<file path="src/rtl/brk_trunc_pkg.sv">
package brk_trunc_pkg;

  // Width of a counter that must hold values 0..limit inclusive.
  function automatic int unsigned count_width(input int unsigned limit);
    return (limit < 1) ? 1 : $clog2(limit + 1);
  endfunction

  // Width of a prescaler that counts 0..div-1.
  function automatic int unsigned div_width(input int unsigned div);
    return (div <= 1) ? 1 : $clog2(div);
  endfunction

  // Number of clock cycles of continuous low before truncation fires.
  function automatic int unsigned trunc_cycles(input int unsigned div,
                                               input int unsigned limit);
    return div * limit;
  endfunction

endpackage

</file>
<file path="src/rtl/brk_sync.sv">
module brk_sync #(
  parameter int unsigned STAGES    = 2,
  parameter logic        RESET_VAL = 1'b1
) (
  input  logic clk,
  input  logic rst_n,
  input  logic d_in,
  output logic q_out
);
  logic [STAGES-1:0] chain;

  generate
    for (genvar i = 0; i < STAGES; i++) begin : g_stage
      if (i == 0) begin : g_first
        always_ff @(posedge clk) begin
          if (!rst_n) chain[0] <= RESET_VAL;
          else        chain[0] <= d_in;
        end
      end else begin : g_next
        always_ff @(posedge clk) begin
          if (!rst_n) chain[i] <= RESET_VAL;
          else        chain[i] <= chain[i-1];
        end
      end
    end
  endgenerate

  assign q_out = chain[STAGES-1];
endmodule

</file>
<file path="src/rtl/brk_tick_gen.sv">
module brk_tick_gen #(
  parameter int unsigned DIV = 30
) (
  input  logic clk,
  input  logic rst_n,
  input  logic run,
  output logic tick
);
  import brk_trunc_pkg::*;
  localparam int unsigned PW = div_width(DIV);

  generate
    if (DIV <= 1) begin : g_direct
      // Every clock cycle of a running low stretch is one tick.
      assign tick = run;
    end else begin : g_div
      localparam logic [PW-1:0] LAST = PW'(DIV - 1);
      logic [PW-1:0] phase;
      // Phase restarts on every stop, so ticks align to the falling edge.
      always_ff @(posedge clk) begin
        if (!rst_n || !run)   phase <= '0;
        else if (phase == LAST) phase <= '0;
        else                  phase <= phase + 1'b1;
      end
      assign tick = run && (phase == LAST);
    end
  endgenerate
endmodule

</file>
<file path="src/rtl/brk_low_timer.sv">
module brk_low_timer #(
  parameter int unsigned LIMIT = 64,
  parameter int unsigned CW    = 7
) (
  input  logic          clk,
  input  logic          rst_n,
  input  logic          line_hi,
  input  logic          tick,
  output logic [CW-1:0] count,
  output logic          fired
);
  localparam logic [CW-1:0] TOP = CW'(LIMIT);

  // Saturating tick counter: cleared by a mark, frozen at the limit.
  always_ff @(posedge clk) begin
    if (!rst_n || line_hi)     count <= '0;
    else if (tick && !fired)   count <= count + 1'b1;
  end

  assign fired = (count == TOP);
endmodule

</file>
<file path="src/rtl/serial_break_trunc.sv">
module serial_break_trunc #(
  parameter int unsigned SYNC_STAGES = 2,
  parameter int unsigned TICK_DIV    = 30,
  parameter int unsigned TRUNC_COUNT = 64
) (
  input  logic clk,
  input  logic rst_n,
  input  logic line_in,
  output logic uart_out
);
  import brk_trunc_pkg::*;
  localparam int unsigned CW = count_width(TRUNC_COUNT);

  // Named internal events, observed by the bound checker.
  logic          s_line;
  logic          tick;
  logic          fired;
  logic [CW-1:0] cnt;
  logic          run;

  brk_sync #(.STAGES(SYNC_STAGES), .RESET_VAL(1'b1)) i_sync (
    .clk   (clk),
    .rst_n (rst_n),
    .d_in  (line_in),
    .q_out (s_line)
  );

  assign run = !s_line && !fired;

  brk_tick_gen #(.DIV(TICK_DIV)) i_tick (
    .clk   (clk),
    .rst_n (rst_n),
    .run   (run),
    .tick  (tick)
  );

  brk_low_timer #(.LIMIT(TRUNC_COUNT), .CW(CW)) i_timer (
    .clk     (clk),
    .rst_n   (rst_n),
    .line_hi (s_line),
    .tick    (tick),
    .count   (cnt),
    .fired   (fired)
  );

  // Both terms are flop outputs; fired only rises while s_line is steady low.
  assign uart_out = s_line | fired;
endmodule

</file>
<file path="config.mk">
export PLATFORM = sky130hd
export DESIGN_NAME = serial_break_trunc
export DESIGN_NICKNAME = d
export VERILOG_FILES = /design/src/rtl/brk_trunc_pkg.sv /design/src/rtl/brk_sync.sv /design/src/rtl/brk_tick_gen.sv /design/src/rtl/brk_low_timer.sv /design/src/rtl/serial_break_trunc.sv
export SDC_FILE = /design/constraint.sdc
export NUM_CORES = 1
export LEC_CHECK = 0
export ABC_AREA = 0
export BUFFER_PORTS_ARGS = -buffer_cell sky130_fd_sc_hd__buf_2
export CORE_UTILIZATION = 44
export DETAILED_ROUTE_END_ITERATION = 6
export PLACE_DENSITY = 0.73
export SLEW_MARGIN = 20
export SYNTH_ARGS = -nofsm -noshare
export SYNTH_HDL_FRONTEND = slang
export SYNTH_SLANG_ARGS = --single-unit
</file>
<file path="constraint.sdc">
create_clock -name clk -period 2.75 [get_ports clk]
set_input_delay 0.55 -clock clk [delete_from_list [all_inputs] [get_ports clk]]
set_output_delay 0.55 -clock clk [all_outputs]
set_load 0.02 [all_outputs]
</file>
* Word-level counts from Yosys, hierarchy flattened
Cells that the tools add are included.
Word-level totals: flip-flop bits (word level) 14, input port bits 3, logic and storage cells 19
Operators by class: reductions and logical operators 10, add/sub/neg operators 2, equality and inequality tests 2, bitwise logic cells 1
Operator list (count):
- $add A7 B1 Y7 const B | 1
- $eq A7 B7 Y1 const B | 1
- $add A5 B1 Y5 const B | 1
- $eq A5 B5 Y1 const B | 1
- $logic_not A1 Y1 | 4
- $logic_and A1 B1 Y1 | 3
- $logic_or A1 B1 Y1 | 2
- $reduce_or A2 Y1 | 1
- $or A1 B1 Y1 | 1

* Longest topological paths before layout
Gate-level depths: netlist of the first run.
depth after elaboration 6, mapped depth 6, mapped depth without buffers 5

* Cells and area by module
From an unflattened synthesis of the first run, not the netlist that was laid out.
Second synthesis, totals: cells, all modules 70, area total of the unflattened synthesis 628.1 sq um
By module, submodules not included:
- brk_low_timer | times used 1, cells an instance 42, area an instance 357.8 sq um, seq. area each 140.1 sq um
- brk_tick_gen | times used 1, cells an instance 22, area an instance 207.7 sq um, seq. area each 100.1 sq um
- brk_sync | times used 1, cells an instance 4, area an instance 52.6 sq um, seq. area each 40.0 sq um
- serial_break_trunc | times used 1, cells an instance 2, area an instance 10.0 sq um, seq. area each 0.0 sq um

* Worst setup path after synthesis of the first run
No wires, ideal clock.
path kind flip-flop to output port, start point register i_timer.count[3], end point output port uart_out, arrival 1.223 ns, path slack 0.977 ns, cell stages (with the launch flop) 3, cell sequence dfxtp_1 -> or4_4 -> o21bai_1
On the way: word-level cells in the longest chain between the ends 2
RTL lines:
- start, declared | line brk_low_timer.sv:9 | output logic [CW-1:0] count,
- start signal, assigned | line brk_low_timer.sv:17 | else if (tick && !fired) count <= count + 1'b1;
- $eq A7 B7 Y1 | line brk_low_timer.sv:20 | assign fired = (count == TOP);
- $or A1 B1 Y1 | line serial_break_trunc.sv:47 | assign uart_out = s_line | fired;
- end, declared | line serial_break_trunc.sv:9 | output logic uart_out
Every way passes these cells.

* Worst setup path in the final report of the first run
Same ends and word-level chain as after synthesis.

==> flow_metrics.env, run 1 <==
export IMPL_outcome="completed"
export IMPL_cp_required_ps=2200
export IMPL_place_ws_ps=1020
export IMPL_die_area_um2=1680
export IMPL_grt_setup_unrepaired="false"
export IMPL_ant_nets=0
export IMPL_syn2layout_area_growth_pct=9.70
export IMPL_cp_arrival_ps=1500
export IMPL_synthArstFlopShare=0
export IMPL_numCtsBuffers=3
export IMPL_ys_seq_elements=14
export IMPL_chipHeight_um=41.0
export IMPL_max_clock_freq_mhz=489
export IMPL_synth_top_family_by_area="simple AND/OR/NAND/NOR gates"
export IMPL_grt_pass1_vias=441
export IMPL_drive_above_1_share=0.132
export IMPL_post_route_util=0.538
export IMPL_worst_r2r_path_depth=4
export IMPL_cts_resized=0
export IMPL_syn_inst=70
export IMPL_yosysMostFrequentCell="dfxtp_1"
export IMPL_muxShareOfSynthArea=0.0448
export IMPL_nets=84
export IMPL_p_leak_nw=0.242
export IMPL_min_delay_start="i_sync.chain[0]"
export IMPL_vias=523
export IMPL_start_util=0.491
export IMPL_h_tree_depth=1
export IMPL_grt_total_usage=0.178
export IMPL_synthTopCellsByCount="14 x dfxtp_1, 6 x nand2_1, 6 x nand2b_1"
export IMPL_crit_path_top_delay_cell="or4_4"
export IMPL_totalWireLength_mm=1.13
export IMPL_yosys_warnings=0
export IMPL_stdcell_count=91
export IMPL_worstSkewPairLatency_ps=290
export IMPL_via_per_inst=5.75
export IMPL_yosysSeqAreaShare=0.418
export IMPL_die_x_um=41.0
export IMPL_rrSetupSlack_ps=1070
export IMPL_yosys_area_share_xor_xnor=0.0392
export IMPL_path_clk_slew_ps=80
export IMPL_place_gp_congestion=0.721
export IMPL_regToRegStartpoint="i_tick.g_div.phase[0]"
export IMPL_antenna_cells=0
export IMPL_hpwl_um=858
export IMPL_drc_errors=0
export IMPL_antenna_found_initial=0
export IMPL_tightest_slew_ps=468
export IMPL_maxCapViolCount=0
export IMPL_cts_num_sinks=14
export IMPL_end_kind="output pin"
export IMPL_netlist_area_um2=671
export IMPL_hold_end="i_sync.q_out"
export IMPL_synth_compound_area_frac=0.162
export IMPL_synth_top_cell_area_share=0.418
export IMPL_grt_start_max_net_pins=15
export IMPL_synth_edf_count=0
export IMPL_ir_drop_v=0.000253
export IMPL_finalMaxSlewViolations=0
export IMPL_power_density_nw_per_um2=493
export IMPL_cts_buffer_depth=2
export IMPL_synth_top_area_cell="dfxtp_1"
export IMPL_synth_top_flop_cell="dfxtp_1"
export IMPL_dr_pass1_iters=4
export IMPL_crit_fanout=5
export IMPL_port_buffers=3
export IMPL_grt_ovfl_total=0
export IMPL_placed_area_um2=699
export IMPL_path_class="reg2out"
export IMPL_min_path_type="reg2reg"
export IMPL_hold_violations=0
export IMPL_drt_initial_drc_count=3
export IMPL_period_minus_slack_ps=2050
export IMPL_fin_setup_tns_ps=0
export IMPL_rows=13
export IMPL_r2r_end="i_timer.count[2]"
export IMPL_path_cells="or4_4 > o21bai_1 > buf_2"
export IMPL_worstHoldPathCells=1
export IMPL_ctsHoldBuffers=0
export IMPL_synthSimpleGateAreaFrac=0.220
export IMPL_setup_viol=0
export IMPL_fin_area_um2=736
export IMPL_io_pins=4
export IMPL_synthAdderAreaFrac=0.0746
export IMPL_synthDistinctLibCells=26
export IMPL_avgSynthCellArea_um2=9.58
export IMPL_cpPeakStageDelay_ps=560
export IMPL_grt_pass1_wl_mm=1.81
export IMPL_wire_per_inst_um=12.4
export IMPL_fin_crit_sh=0.744
export IMPL_relSlewSlack=0.687
export IMPL_skew_ps=3.80
export IMPL_synth_area_top_cells="dfxtp_1 42%, ha_1 7.5%, nand2b_1 5.6%, mux2i_1 4.5%, o311ai_0 3.9%"
export IMPL_cts_setup_buffers=0
export IMPL_syn_nets=77
export IMPL_cts_tree="done"
export IMPL_dp_cells=87
export IMPL_clockRootBuffer="clkbuf_4"
export IMPL_coreArea_um2=1370
export IMPL_fin_ws_ps=703
export IMPL_critPathLaunchType="flip-flop"
==> critical path: cells and delay by family, from the launching register on <==
| kind | cells | cell delay [ps] |
|---|---|---|
| AOI/OAI and AO/OA | 1 | 130 |
| DFF | 1 | 350 |
| buffers and inverters | 1 | 180 |
| and+or+nand+nor | 1 | 560 |
==> area by class of cell <==
| class | instances | area (um2) |
|---|---|---|
| clock buffers | 4 | 36.3 |
| repair buffers | 4 | 22.5 |
| fillers | 129 | 631 |
| well taps | 15 | 18.8 |
| inverters | 4 | 15.0 |
| multi-input cells | 50 | 363 |
| flip-flops and latches | 14 | 280 |
==> where the power goes <==
part           switching (W)  leakage [nW]   total (W)  internal (W)
clock network      0.0000674        0.0210    0.000148     0.0000807
logic             0.00000473         0.108  0.00000923    0.00000450
registers         0.00000113         0.113    0.000205      0.000204
==> per-stage QoR <==
stage	power (W)	hold slack, ps
2_1_floorplan	0.000216	386
6_report	0.000363	416
4_1_cts	0.000368	421
3_3_place_gp	0.000219	391
3_5_place_dp	0.000219	399
5_1_grt	0.000374	434
==> flip-flops by register name, summed over array words and instances (netlist names) <==
register            cells
i_sync.q_out            1
i_tick.g_div.phase      5
i_timer.count           7
i_sync.chain            1
==> kinds of logic after synthesis <==
kind of cell | Yosys count
compound gates | 12
simple gates | 28
xor+xnor | 3
buf+inv | 6
mux | 3
flops | 14
fa+ha+maj | 4
==> per-layer routing <==
layer	GRT usage	routed length, um	vias up
met4	0.125	40	0
met5	0	0	-
met1	0.201	539	244
met3	0.0489	48	5
li1	-	-	263
met2	0.285	502	11
==> how the worst max path moves through the flow <==
stage / from / end / slack, ps / cells after the start
CTS: i_timer.count[3] / uart_out / 700 / 3
finish: i_timer.count[3] / uart_out / 700 / 3
floorplan: i_timer.count[3] / uart_out / 980 / 2
global route: i_timer.count[4] / uart_out / 650 / 3
detailed placement: i_timer.count[3] / uart_out / 1020 / 3
global placement: i_timer.count[3] / uart_out / 1040 / 3
==> placed cells by master, fill, tap and decap left out, types with 2 or more instances in the layout <==
cell type  instances
nand2_1            6
nand2b_1           6
buf_2              3
o41ai_1            3
xor2_1             2
nand3_1            5
nor2_1             5
mux2i_1            3
clkbuf_4           3
ha_1               4
inv_1              4
o311ai_0           3
dfxtp_1           14
(Power assumes the default switching activity.)
==> run 2: changes to the inputs <==
Settings changed: ABC_AREA 0 to 1, PLACE_DENSITY 0.73 to 0.75.
Clock period 2.75 ns to 1.7 ns, I/O delays scaled along.
==> run 2 against run 1 <==
  * Clock-buffer cell count unchanged
  * Sequential cell count unchanged
  * Clock skew is 6.8 ps higher
  * Non-clock buffer count up 1
==> flow_metrics.env, run 2 <==
export IMPL_final_cell_mix="28 x nand2_1, 12 x dfxtp_1, 9 x inv_1"
export IMPL_skew_ps=10.6
export IMPL_max_clock_freq_mhz=628
export IMPL_port_buffers=3
export IMPL_dr_pass1_iters=1
export IMPL_fin_setup_tns_ps=0
export IMPL_netlist_area_um2=719
export IMPL_reg_largest_list="i_timer.count: 7 flops, i_tick.g_div.phase: 5 flops"
export IMPL_critPathTopFamily="flip-flops"
export IMPL_io_pins=4
export IMPL_grt_total_usage=0.164
export IMPL_cpPeakStageDelay_ps=360
export IMPL_syn_nets=101
export IMPL_yosysMostFrequentCell="nand2_1"
export IMPL_top_register="i_timer.count"
export IMPL_synth_top_area_cell="dfxtp_1"
export IMPL_power_density_nw_per_um2=719
export IMPL_ir_drop_v=0.000331
export IMPL_h_tree_depth=1
export IMPL_totalWireLength_mm=1.24
export IMPL_grt_setup_unrepaired="false"
export IMPL_synth_top_cell_area_share=0.390
export IMPL_largest_register_ffs=7
export IMPL_vias=585
export IMPL_cts_num_sinks=14
export IMPL_cts_buffer_depth=2
export IMPL_regToRegStartpoint="i_timer.count[1]"
export IMPL_start_util=0.472
export IMPL_syn_inst=94
export IMPL_synth_area_top_cells="dfxtp_1 39%, nand2_1 15%, ha_1 7.0%, inv_1 5.2%, a21oi_1 4.9%"
export IMPL_synth_top_flop_cell="dfxtp_1"
export IMPL_worstHoldPathCells=2
export IMPL_via_per_inst=4.92
export IMPL_tightest_slew_ps=231
export IMPL_path_clk_slew_ps=80
export IMPL_r2r_end="i_timer.count[1]"
export IMPL_cp_required_ps=1360
export IMPL_grt_ovfl_total=0
export IMPL_synthDistinctLibCells=19
export IMPL_min_delay_start="line_in"
export IMPL_coreArea_um2=1520
export IMPL_worst_r2r_path_depth=10
export IMPL_grt_pass1_wl_mm=2.12
export IMPL_period_minus_slack_ps=1590
export IMPL_die_x_um=42.4
export IMPL_fin_crit_sh=0.937
export IMPL_cp_arrival_ps=1250
export IMPL_grt_pass1_vias=507
export IMPL_hold_violations=0
export IMPL_avgSynthCellArea_um2=7.65
export IMPL_rrSetupSlack_ps=340
export IMPL_path_class="reg2out"
export IMPL_finalMaxSlewViolations=0
export IMPL_post_route_util=0.537
export IMPL_critPathBufInv=3
export IMPL_nFillCells=145
export IMPL_numCtsBuffers=3
export IMPL_chipHeight_um=42.4
export IMPL_end_kind="output pin"
export IMPL_whs_ps=241
export IMPL_wire_per_inst_um=10.4
export IMPL_grt_start_max_net_pins=9
export IMPL_syn2layout_area_growth_pct=13.7
export IMPL_worstSkewPairLatency_ps=290
export IMPL_p_leak_nw=0.344
export IMPL_hold_end="i_sync.chain[0]"
export IMPL_ys_seq_elements=14
export IMPL_ant_nets=0
export IMPL_yosys_warnings=0
export IMPL_crit_fanout=4
export IMPL_drt_initial_drc_count=0
export IMPL_clockRootBuffer="clkbuf_4"
export IMPL_multiInputGateArea_um2=402
export IMPL_min_path_type="in2reg"
export IMPL_rows=14
export IMPL_antenna_found_initial=0
export IMPL_outcome="completed"
export IMPL_maxCapViolCount=0
export IMPL_hpwl_um=891
export IMPL_nets=111
export IMPL_yosysSeqAreaShare=0.390
export IMPL_drive_above_1_share=0.233
export IMPL_antenna_cells=0
export IMPL_synthTopCellsByCount="28 x nand2_1, 14 x dfxtp_1, 10 x inv_1"
export IMPL_synth_edf_count=0
export IMPL_final_common_cell="nand2_1"
export IMPL_synthArstFlopShare=0
export IMPL_place_gp_congestion=0.773
export IMPL_cp_depth=7
export IMPL_crit_path_top_delay_cell="dfxtp_2"
export IMPL_cts_tree="done"
export IMPL_drc_errors=0
export IMPL_die_area_um2=1800
export IMPL_relSlewSlack=0.846
export IMPL_path_cells="inv_1 > ha_1 > nand2_1 > inv_2 > nand3_4 > nand2_4 > buf_4"
export IMPL_setup_viol=0
export IMPL_seqCellArea_um2=283
export IMPL_critPathLaunchType="flip-flop"
run 2: routing by layer:
metal / vias to the layer above / share of wire / routed length (um) / global-route usage
met5: - / 0 / 0 / 0
met4: 0 / 0.026 / 32 / 0.0938
met3: 5 / 0.035 / 43 / 0.0776
met2: 6 / 0.48 / 591 / 0.252
met1: 267 / 0.46 / 573 / 0.183
li1: 307 / - / - / -
run 2: final cells by class:
class,count,area share
clock buffer,4,0.0443
inverter,12,0.0550
multi-input combinational,68,0.491
sequential,14,0.346
tap,16,0.0245
timing repair buffer,5,0.0398
run 2: stage by stage:
stage / cell area, um2 / power [W] / instances / setup WS (ps)
3_5_place_dp: 754 / 0.000354 / 113 / 289
2_1_floorplan: 719 / 0.000350 / 94 / 486
3_3_place_gp: 754 / 0.000354 / 113 / 332
4_1_cts: 795 / 0.000597 / 117 / 10.5
5_1_grt: 818 / 0.000609 / 119 / 24.6
6_report: 818 / 0.000589 / 119 / 108
run 2: timing repair:
item / CTS / global route
endpoints found under the hold margin: 0 / 0
setup buffers: 0 / 2
hold buffers: 0 / 0
endpoints found under the setup margin: 1 / 1
gates resized for setup: 2 / 3
pin swaps: 0 / 1
run 2: kinds of logic after synthesis:
| logic type | count (synthesis) | synth area share |
|---|---|---|
| fa+ha+maj | 4 | 0.0696 |
| buf+inv | 12 | 0.0626 |
| compound gates | 7 | 0.0487 |
| simple gates | 52 | 0.369 |
| flops | 14 | 0.390 |
| xor+xnor | 5 | 0.0609 |
run 2: worst max-delay path by stage:
stage	start	end	slack (ps)
global route	i_timer.count[0]	uart_out	20
CTS	i_timer.count[0]	uart_out	10
detailed placement	i_timer.count[0]	uart_out	290
floorplan	i_timer.count[0]	uart_out	490
finish	i_timer.count[1]	uart_out	110
global placement	i_timer.count[0]	uart_out	330
run 2: worst register-to-register path: stages, from the launching register on:
cell,delay [ps]
dfxtp_2,360
inv_1,40
ha_1,170
nand2_1,70
inv_2,50
nand3_4,80
nand2_4,60
buf_4,150
nor2_8,120
nand2_1,80
a21oi_1,120
run 2: report_power, final:
group | switching [W] | internal (W)
logic | 0.00000925 | 0.00000708
clock network | 0.000110 | 0.000130
registers | 0.00000134 | 0.000330
total | 0.000121 | 0.000468
==> run 3: changes to the inputs <==
Settings changed: CELL_PAD_IN_SITES_DETAIL_PLACEMENT from default to 1, CELL_PAD_IN_SITES_GLOBAL_PLACEMENT from default to 1, CORE_UTILIZATION 44 to 38, PLACE_DENSITY 0.75 to default, PLACE_DENSITY_LB_ADDON from default to 0.1, REMOVE_ABC_BUFFERS from default to 1.
==> run 3 against run 2 <==
  * Final area grew 3.2%
  * Setup slack got worse by 11 ps
  * Clock skew down 8.7 ps
  * Maximum frequency down 0.66%
  * Sequential power is essentially flat
  * Non-clock buffer count grew 2
  * Clock power is 2% higher
  * Sequential share of layout area fell by 1.1 points
  * Utilization decreased by 5.3 points
  * Final cell count is 9.2% higher
  * Routed wire length grew 12%
  * Hold slack worse by 3.2 ps
  * Critical endpoint unchanged
  * Largest cell class unchanged
==> flow_metrics.env, run 3 (same netlist as run 2, synthesis figures left out) <==
export IMPL_outcome="completed"
export IMPL_switching_share=0.212
export IMPL_fin_crit_sh=0.943
export IMPL_skew_ps=1.91
export IMPL_io_pins=4
export IMPL_cpPeakStageDelay_ps=350
export IMPL_antenna_cells=0
export IMPL_vias=585
export IMPL_grt_total_usage=0.161
export IMPL_p_clk_frac=0.413
export IMPL_critPathLaunchType="flip-flop"
export IMPL_grt_setup_unrepaired="false"
export IMPL_period_minus_slack_ps=1600
export IMPL_regToRegStartpoint="i_timer.count[0]"
export IMPL_finalMaxSlewViolations=0
export IMPL_cp_arrival_ps=1260
export IMPL_reg_largest_list="i_timer.count: 7 flops, i_tick.g_div.phase: 5 flops"
export IMPL_seqPwrFrac=0.559
export IMPL_cp_required_ps=1360
export IMPL_largest_register_ffs=7
export IMPL_hpwl_mm=1.04
export IMPL_maxCapViolCount=0
export IMPL_max_clock_freq_mhz=624
export IMPL_drt_initial_drc_count=4
export IMPL_final_cell_mix="28 x nand2_1, 12 x dfxtp_1, 9 x inv_1"
export IMPL_coreArea_um2=1750
export IMPL_crit_end="uart_out"
export IMPL_drc_errors=0
export IMPL_rrSetupSlack_ps=350
export IMPL_setup_viol=0
export IMPL_nFillCells=230
export IMPL_start_util=0.412
export IMPL_antenna_found_initial=0
export IMPL_p_leak_nw=0.353
export IMPL_hold_violations=0
export IMPL_stdcell_count=130
export IMPL_p_total_w=0.000593
export IMPL_combPwrFrac=0.028
export IMPL_dr_pass1_iters=4
export IMPL_path_class="reg2out"
export IMPL_tightest_slew_ps=244
export IMPL_relSlewSlack=0.837
export IMPL_numCtsBuffers=3
export IMPL_drive_above_1_share=0.248
export IMPL_dp_cells=122
export IMPL_path_cells="inv_1 > ha_1 > nand2_1 > inv_2 > nand3_4 > nand2_4 > buf_4"
export IMPL_grt_pass1_vias=555
export IMPL_worst_r2r_path_depth=10
export IMPL_cts_tree="done"
export IMPL_min_path_type="in2reg"
export IMPL_grt_ovfl_total=0
export IMPL_die_area_um2=2070
export IMPL_grt_start_max_net_pins=9
export IMPL_h_tree_depth=1
export IMPL_place_gp_congestion=0.718
export IMPL_end_kind="output pin"
export IMPL_via_per_inst=4.50
export IMPL_rows=15
export IMPL_ant_nets=0
export IMPL_ctsHoldBuffers=0
export IMPL_port_buffers=3
export IMPL_post_route_util=0.484
export IMPL_cts_buffer_depth=2
export IMPL_critical_path_startpoint="i_timer.count[0]"
export IMPL_crit_fanout=3
export IMPL_r2r_end="i_timer.count[0]"
export IMPL_chipHeight_um=45.5
export IMPL_cts_num_sinks=14
export IMPL_ir_drop_v=0.000321
export IMPL_clockRootBuffer="clkbuf_4"
export IMPL_power_internal_w=0.000468
export IMPL_path_clk_slew_ps=90
export IMPL_crit_path_top_delay_cell="dfxtp_2"
export IMPL_worstSkewPairLatency_ps=280
export IMPL_grt_pass1_wl_mm=2.32
export IMPL_power_density_nw_per_um2=703
export IMPL_min_delay_start="line_in"
export IMPL_p_sw_w=0.000126
export IMPL_top_register="i_timer.count"
export IMPL_syn2layout_area_growth_pct=17.4
export IMPL_wire_per_inst_um=10.7
export IMPL_nets=113
export IMPL_totalWireLength_mm=1.39
export IMPL_final_common_cell="nand2_1"
export IMPL_die_x_um=45.5
export IMPL_fin_setup_tns_ps=0
==> run 3: cell count changes in the layout (fill, tap and decap cells not counted) <==
cell | previous run | this run
buf_4 | 3 | 5
==> run 3: worst min path at each step <==
stage,to,cells after the start,slack (ps)
after detailed placement,i_sync.q_out,1,400
after global routing,i_sync.chain[0],2,220
final,i_sync.chain[0],2,240
after global placement,i_sync.q_out,1,400
after CTS,i_sync.chain[0],2,230
after floorplan,i_sync.q_out,1,390
==> run 3: per-layer routing <==
metal  vias up  routed length (um)  global-route usage
li1        311                   -                   -
met1       266                 691               0.213
met2         6                 651               0.240
met3         2                  33              0.0357
met4         0                  18              0.0909
met5         -                   0                   0
==> run 3: final cells by class <==
| class | instances | area (um2) | area share |
|---|---|---|---|
| Inverter | 12 | 45.0 | 0.0533 |
| Multi-Input combinational cell | 68 | 402 | 0.476 |
| Tap cell | 25 | 31.3 | 0.0370 |
| Timing Repair Buffer | 7 | 47.5 | 0.0563 |
| Clock buffer | 4 | 36.3 | 0.0430 |
| Sequential cell | 14 | 283 | 0.335 |
==> run 3: critical path: cells and delay by family (launching register included) <==
kind / cells / cell delay, ps
buffers and inverters: 3 / 260
adder cells (fa/ha/maj): 1 / 180
flip-flops: 1 / 350
AND/OR/NAND/NOR: 3 / 190
==> run 3: what timing repair did <==
action | CTS | global route
hold endpoints to repair | 0 | 0
pin swaps | 1 | 0
setup buffers | 1 | 3
resized for setup | 2 | 3
endpoints found under the setup margin | 1 | 1
==> run 3: through the flow <==
| step | hold slack, ps | setup slack [ps] | instance area (um2) |
|---|---|---|---|
| after floorplan | 392 | 486 | 719 |
| after global placement | 398 | 322 | 766 |
| after detailed placement | 401 | 270 | 766 |
| after CTS | 230 | 11.6 | 813 |
| after global routing | 224 | 8.22 | 845 |
| final | 238 | 97.3 | 845 |
==> run 3: power groups by stage <==
| stage | clock network, W | registers, W | logic (W) |
|---|---|---|---|
| 4_1_cts | 0.000254 | 0.000332 | 0.0000169 |
| 3_5_place_dp | 0 | 0.000340 | 0.0000153 |
| 3_3_place_gp | 0 | 0.000340 | 0.0000147 |
| 5_1_grt | 0.000265 | 0.000332 | 0.0000183 |
| 6_report | 0.000245 | 0.000332 | 0.0000164 |
| 2_1_floorplan | 0 | 0.000339 | 0.0000102 |
